**src/rtl/rx_poll_pkg.sv**
```systemverilog
package rx_poll_pkg;
  typedef enum logic [1:0] {
    PH_SLEEP = 2'd0,
    PH_WAKE  = 2'd1,
    PH_CHECK = 2'd2,
    PH_HOLD  = 2'd3
  } phase_e;

  localparam int unsigned XS_SHIFT = 3;  // 8x extension as a shift
endpackage

```
**src/rtl/rx_poll_sleep_tmr.sv**
```systemverilog
module rx_poll_sleep_tmr
  import rx_poll_pkg::*;
#(
  parameter int unsigned SLEEP_W   = 5,
  parameter int unsigned UNIT_CLKS = 1024
) (
  input  logic               clk_i,
  input  logic               rst_ni,
  input  logic               load_i,
  input  logic [SLEEP_W-1:0] sleep_i,
  input  logic               xsleep_i,
  output logic               expired_o
);
  localparam int unsigned UNIT_W = (UNIT_CLKS > 1) ? $clog2(UNIT_CLKS) : 1;
  localparam int unsigned CNT_W  = SLEEP_W + XS_SHIFT + UNIT_W;

  logic [SLEEP_W-1:0] units;
  logic [CNT_W-1:0]   scaled, total, cnt_q;

  // zero word clamps to one unit so the loop never stalls
  assign units  = (sleep_i == '0) ? SLEEP_W'(1) : sleep_i;
  assign scaled = xsleep_i ? (CNT_W'(units) << XS_SHIFT) : CNT_W'(units);
  assign total  = scaled * CNT_W'(UNIT_CLKS);

  always_ff @(posedge clk_i or negedge rst_ni) begin
    if (!rst_ni)               cnt_q <= '0;
    else if (load_i)           cnt_q <= total - CNT_W'(1);
    else if (cnt_q != '0)      cnt_q <= cnt_q - CNT_W'(1);
  end

  assign expired_o = (cnt_q == '0);

  AST_SLEEP_DEC: assert property (@(posedge clk_i) disable iff (!rst_ni)
    (!load_i && cnt_q != '0) |=> (cnt_q == $past(cnt_q) - CNT_W'(1)));
  AST_SLEEP_NONZERO: assert property (@(posedge clk_i) disable iff (!rst_ni)
    load_i |=> !expired_o);
endmodule

```
**src/rtl/rx_poll_tick.sv**
```systemverilog
module rx_poll_tick #(
  parameter int unsigned RANGE_W = 2
) (
  input  logic               clk_i,
  input  logic               rst_ni,
  input  logic               start_i,
  input  logic               run_i,
  input  logic [RANGE_W-1:0] range_i,
  output logic               tick_o
);
  localparam int unsigned CW = (1 << RANGE_W) - 1;

  logic [RANGE_W-1:0] sh_q;
  logic [CW-1:0]      cnt_q, last;

  // divisor = 2^(CW - range): range 0 slowest, max range every clock
  assign last   = ~({CW{1'b1}} << sh_q);
  assign tick_o = run_i && (cnt_q == last);

  always_ff @(posedge clk_i or negedge rst_ni) begin
    if (!rst_ni) begin
      cnt_q <= '0;
      sh_q  <= '0;
    end else if (start_i) begin
      cnt_q <= '0;
      sh_q  <= RANGE_W'(CW) - range_i;
    end else if (run_i) begin
      cnt_q <= (cnt_q == last) ? '0 : cnt_q + CW'(1);
    end
  end

  AST_TICK_BOUND: assert property (@(posedge clk_i) disable iff (!rst_ni)
    cnt_q <= last);
  AST_TICK_GAP: assert property (@(posedge clk_i) disable iff (!rst_ni)
    (run_i && !start_i && tick_o && sh_q != '0) |=> !tick_o);
endmodule

```
**src/rtl/rx_poll_bitchk.sv**
```systemverilog
module rx_poll_bitchk #(
  parameter int unsigned NBIT_W = 4
) (
  input  logic              clk_i,
  input  logic              rst_ni,
  input  logic              start_i,
  input  logic [NBIT_W-1:0] n_i,
  input  logic              en_i,
  input  logic              valid_i,
  input  logic              invalid_i,
  output logic              hit_o,
  output logic              fail_o
);
  logic [NBIT_W-1:0] tgt_q, cnt_q;
  logic              good;

  assign good   = en_i && valid_i && !invalid_i;  // invalid has priority
  assign fail_o = en_i && invalid_i;
  assign hit_o  = good && (cnt_q == tgt_q);

  always_ff @(posedge clk_i or negedge rst_ni) begin
    if (!rst_ni) begin
      tgt_q <= '0;
      cnt_q <= '0;
    end else if (start_i) begin
      tgt_q <= (n_i == '0) ? '0 : n_i - NBIT_W'(1);
      cnt_q <= '0;
    end else if (good && cnt_q != tgt_q) begin
      cnt_q <= cnt_q + NBIT_W'(1);
    end
  end

  AST_RUN_BOUND: assert property (@(posedge clk_i) disable iff (!rst_ni)
    cnt_q <= tgt_q);
  AST_RUN_STEP: assert property (@(posedge clk_i) disable iff (!rst_ni)
    (good && !hit_o && !start_i) |=> (cnt_q == $past(cnt_q) + NBIT_W'(1)));
endmodule

```
**src/rtl/rx_poll_seq.sv**
```systemverilog
module rx_poll_seq
  import rx_poll_pkg::*;
#(
  parameter int unsigned SLEEP_W       = 5,
  parameter int unsigned UNIT_CLKS     = 1024,
  parameter int unsigned RANGE_W       = 2,
  parameter int unsigned NBIT_W        = 4,
  parameter int unsigned STARTUP_TICKS = 4
) (
  input  logic               clk_i,
  input  logic               rst_ni,
  input  logic [SLEEP_W-1:0] sleep_val_i,
  input  logic               xsleep_std_i,
  input  logic [RANGE_W-1:0] baud_range_i,
  input  logic [NBIT_W-1:0]  nbit_i,
  input  logic               bit_valid_i,
  input  logic               bit_invalid_i,
  input  logic               poll_restart_i,
  output logic               rx_en_o,
  output logic               xtick_o,
  output logic               data_valid_o,
  output logic [1:0]         phase_o
);
  localparam int unsigned WK_W = (STARTUP_TICKS > 1) ? $clog2(STARTUP_TICKS) : 1;
  localparam logic [WK_W-1:0] WK_LAST = WK_W'(STARTUP_TICKS - 1);

  phase_e          phase_q;
  logic            arm_q;
  logic [WK_W-1:0] wk_cnt_q;
  logic            expired, tick, hit, fail;
  logic            sleep_load, wake_start, check_start, active;

  assign active      = (phase_q != PH_SLEEP);
  assign sleep_load  = (!active && arm_q) || (active && (poll_restart_i || fail));
  assign wake_start  = !active && !arm_q && expired;
  assign check_start = (phase_q == PH_WAKE) && !poll_restart_i && tick && (wk_cnt_q == WK_LAST);

  rx_poll_sleep_tmr #(.SLEEP_W(SLEEP_W), .UNIT_CLKS(UNIT_CLKS)) u_sleep (
    .clk_i    (clk_i),
    .rst_ni   (rst_ni),
    .load_i   (sleep_load),
    .sleep_i  (sleep_val_i),
    .xsleep_i (xsleep_std_i),
    .expired_o(expired)
  );

  rx_poll_tick #(.RANGE_W(RANGE_W)) u_tick (
    .clk_i  (clk_i),
    .rst_ni (rst_ni),
    .start_i(wake_start),
    .run_i  (active),
    .range_i(baud_range_i),
    .tick_o (tick)
  );

  rx_poll_bitchk #(.NBIT_W(NBIT_W)) u_bits (
    .clk_i    (clk_i),
    .rst_ni   (rst_ni),
    .start_i  (check_start),
    .n_i      (nbit_i),
    .en_i     (phase_q == PH_CHECK),
    .valid_i  (bit_valid_i),
    .invalid_i(bit_invalid_i),
    .hit_o    (hit),
    .fail_o   (fail)
  );

  always_ff @(posedge clk_i or negedge rst_ni) begin
    if (!rst_ni) begin
      phase_q  <= PH_SLEEP;
      arm_q    <= 1'b1;
      wk_cnt_q <= '0;
    end else begin
      unique case (phase_q)
        PH_SLEEP: begin
          if (arm_q) arm_q <= 1'b0;
          else if (expired) begin
            phase_q  <= PH_WAKE;
            wk_cnt_q <= '0;
          end
        end
        PH_WAKE: begin
          if (poll_restart_i) phase_q <= PH_SLEEP;
          else if (tick) begin
            if (wk_cnt_q == WK_LAST) phase_q <= PH_CHECK;
            else wk_cnt_q <= wk_cnt_q + WK_W'(1);
          end
        end
        PH_CHECK: begin
          if (poll_restart_i || fail) phase_q <= PH_SLEEP;
          else if (hit)               phase_q <= PH_HOLD;
        end
        PH_HOLD: begin
          if (poll_restart_i) phase_q <= PH_SLEEP;
        end
        default: phase_q <= PH_SLEEP;
      endcase
    end
  end

  assign rx_en_o      = active;
  assign xtick_o      = tick;
  assign data_valid_o = (phase_q == PH_HOLD);
  assign phase_o      = phase_q;

  AST_ORDER_SLEEP: assert property (@(posedge clk_i) disable iff (!rst_ni)
    (phase_q == PH_SLEEP) |=> (phase_q == PH_SLEEP || phase_q == PH_WAKE));
  AST_ORDER_WAKE: assert property (@(posedge clk_i) disable iff (!rst_ni)
    (phase_q == PH_WAKE) |=> (phase_q != PH_HOLD));
  AST_NO_TICK_SLEEP: assert property (@(posedge clk_i) disable iff (!rst_ni)
    (phase_q == PH_SLEEP) |-> !xtick_o);
  AST_SLEEP_HOLDS: assert property (@(posedge clk_i) disable iff (!rst_ni)
    (phase_q == PH_SLEEP && !expired) |=> (phase_q == PH_SLEEP));
  AST_FAIL_EXIT: assert property (@(posedge clk_i) disable iff (!rst_ni)
    (phase_q == PH_CHECK && bit_invalid_i) |=> (phase_q == PH_SLEEP));
  AST_RESTART_EXIT: assert property (@(posedge clk_i) disable iff (!rst_ni)
    (active && poll_restart_i) |=> (phase_q == PH_SLEEP));
  AST_HOLD_STICKY: assert property (@(posedge clk_i) disable iff (!rst_ni)
    (phase_q == PH_HOLD && !poll_restart_i) |=> (phase_q == PH_HOLD));
endmodule

```
**config.mk**
```make
export PLATFORM = sky130hd
export DESIGN_NAME = rx_poll_seq
export DESIGN_NICKNAME = d
export VERILOG_FILES = /design/src/rtl/rx_poll_pkg.sv /design/src/rtl/rx_poll_sleep_tmr.sv /design/src/rtl/rx_poll_tick.sv /design/src/rtl/rx_poll_bitchk.sv /design/src/rtl/rx_poll_seq.sv
export SDC_FILE = /design/constraint.sdc
export NUM_CORES = 1
export LEC_CHECK = 0
export BUFFER_PORTS_ARGS = -buffer_cell sky130_fd_sc_hd__buf_2
export CAP_MARGIN = 20
export CORE_ASPECT_RATIO = 1.75
export CORE_MARGIN = 10
export CORE_UTILIZATION = 62
export CTS_BUF_LIST = sky130_fd_sc_hd__clkbuf_16
export CTS_CLUSTER_SIZE = 14
export DETAILED_ROUTE_END_ITERATION = 12
export GPL_ROUTABILITY_DRIVEN = 1
export PLACE_DENSITY = 0.92
export SLEW_MARGIN = 20
export SYNTH_ARGS = -nofsm -noshare
export SYNTH_HDL_FRONTEND = slang
export SYNTH_SLANG_ARGS = --single-unit
```
**constraint.sdc**
```tcl
create_clock -name clk_i -period 6.45 [get_ports clk_i]
set_clock_uncertainty 0.2 [all_clocks]
set_input_delay 0.645 -clock clk_i [delete_from_list [all_inputs] [get_ports clk_i]]
set_output_delay 0.645 -clock clk_i [all_outputs]
set_load 0.005 [all_outputs]
```
==> results.yml <==
synthesis:
  synthTopCellsByArea: "dfrtp_1, nand2_1, xnor2_1"
  synth_cell_types: 56
  avgSynthCellArea_sq_um: 9.17
  synth-edff-count: 0
  yosysSeqAreaShare_pct: 40.0
  synth_top_area_share_pct: 38.8
  syn_nets: 269
  syn_inst: 246
  syn-cell-area_sq_um: 2250
  ys_ff_latch: 36
  synth_warnings: 0
  async_flop_share_pct: 100
  yosysTopAreaCell: "dfrtp_1"
  synth_flop_cell: "dfrtp_1"
setup_path:
  critical_path_required_ns: 5.60
  path_delay_family: "flip-flops"
  path_buf_inv: 1
  worstSetupPathType: "flop to output port"
  critPathArrivalTime_ns: 1.61
  rr_worst_depth: 7
  ff2ff_setup_slack_ns: 4.10
  end_kind: "output port"
  cp_num_cells: 5
  cpPeakStageDelay_ns: 0.43
  start_kind: "flop"
  crit_chain: "xnor2_1 > and3_1 > a22o_1 > and2_1 > buf_2"
  path_max_fanout: 9
  slowest_stage: "dfrtp_1"
timing:
  finalHoldViolCount: 0
  tightest_slew_ns: 0.800
  rsz0062_at_grt: "no"
  fin_crit_sh_pct: 38.0
  slew_viol_final: 0
  max_freq_ghz: 0.408
  slew_headroom_pct: 46.7
  setup_viol: 0
  setup_tns_ns: 0
  min_period_ns: 2.45
floorplan:
  core_sq_um: 3560
  die_x_microns: 65.6
  rows: 29
  fp.dieArea_sq_um: 6540
  io_pins: 22
  die_h_microns: 99.8
  start_util_pct: 63.4
placement:
  place_inst: 307
  io_buffer_count: 21
  dp_hpwl_microns: 3630
  dpl_cell_area_sq_um: 2390
  gp_congestion: 0.823
clocking:
  cts.sinks: 36
  path_clk_slew_ns: 0.06
  cts_hold_buf: 0
  root_buffer: "clkbuf_16"
  cts_resized: 0
  clockBufferDepth: 2
  clock_latency_ns: 0.28
  cts_setup_buffers: 0
  htree_levels: 2
  cts_buffers: 5
  cts_tree: "yes"
power_and_ir_drop:
  ir_drop_mv: 0.200
  power_mw: 0.521
  p_leak_nw: 1.12
  pwr_density_cell_nw_per_um2: 204
drt:
  ant_nets: 0
  routedWlPerCell_microns: 16.0
  drt_pass1_iterations: 4
  wl_microns: 5050
  drc_errors: 0
  drt_iter0_drc: 87
  via_count: 1913
  vias_per_cell: 6.07
min_path:
  holdCritPathClass: "input port to async pin"
run_status:
  status: "finished, final reports clean"
global_route:
  antenna_found_initial: 0
  first_global_vias: 1936
  grt_usage_pct: 15.9
  overflow: 0
  grt_pass1_wl_microns: 8540
  grt_max_degree: 37
final_layout:
  final_cells: 315
  layout_commonest_cell: "dfrtp_1"
  area_growth_pct: 13.3
  finish.utilization_pct: 71.9
  nNetsFinal: 291
  n_antenna_cell: 0
  finalInstanceArea_sq_um: 2550
  layout_common_cells: "dfrtp_1, nand2_1, nor2_1, buf_2, o21ai_0"
  drive_gt1_share_pct: 16.0
job:
  drv_cap: 0
## worst paths after layout
kind                                     end        startpoint
min                          u_bits.tgt_q[1]            rst_ni
max reg2reg                       phase_o[0]  u_sleep.cnt_q[0]
max                                  xtick_o   u_tick.cnt_q[2]
max in group asynchronous  u_sleep.cnt_q[15]            rst_ni
min in group clk_i               wk_cnt_q[0]       wk_cnt_q[0]
min reg2reg                      wk_cnt_q[0]       wk_cnt_q[0]
## cells in the mapped netlist (5+ instances only)
library cell / instances
a31oi_1: 6
inv_1: 9
nand2_1: 34
nand3_1: 6
clkbuf_1: 6
dfrtp_1: 35
xnor2_1: 10
nor3_1: 7
mux2i_1: 5
xor2_1: 9
ha_1: 6
o21ai_0: 17
a21oi_1: 5
nor2_1: 23
o22ai_1: 5
## final cells by class
type / count / area (sq um)
clock buffers: 5 / 125
clock inverters: 3 / 38.8
fillers: 273 / 1000
inverters: 9 / 33.8
multi-input cells: 194 / 1280
flip-flops and latches: 36 / 902
well taps: 46 / 57.6
repair buffers: 22 / 113
## cells by family after synthesis
family	share of synthesized area (%)
simple gates	26.7
flops	40.0
xor+xnor	7.38
mux	4.22
fa+ha+maj	3.33
compound gates	15.3
buf+inv	3.00
## stage by stage
step	hold slack, ns	setup slack [ns]
final	0.251	4.00
after global routing	0.316	3.88
after CTS	0.278	3.99
after detailed placement	0.295	3.95
after global placement	0.283	4.08
after floorplan	0.149	4.13
## power breakdown
group	switching [mW]	leakage (nW)	internal [mW]
registers	0	0.417	0.226
clock network	0.0881	0.0850	0.180
logic	0.0173	0.623	0.00953
## per-layer routing
metal / routed length, microns / global-route usage, % / share of wire (%) / vias to the layer above
li1: - / - / - / 934
met1: 1930 / 15.3 / 38 / 927
met2: 2820 / 30.9 / 56 / 38
met3: 165 / 3.01 / 3.3 / 14
met4: 136 / 6.95 / 2.7 / 0
met5: 0 / 0 / 0 / -
## state kept, by name, summed over array words and instances, names as in the netlist
signal and count:
arm_q 1, phase_o 2, u_bits.cnt_q 4, u_bits.tgt_q 4, u_sleep.cnt_q 18, u_tick.cnt_q 3
u_tick.sh_q 2, wk_cnt_q 2
Note: power is estimated with default switching activity, not from simulation.
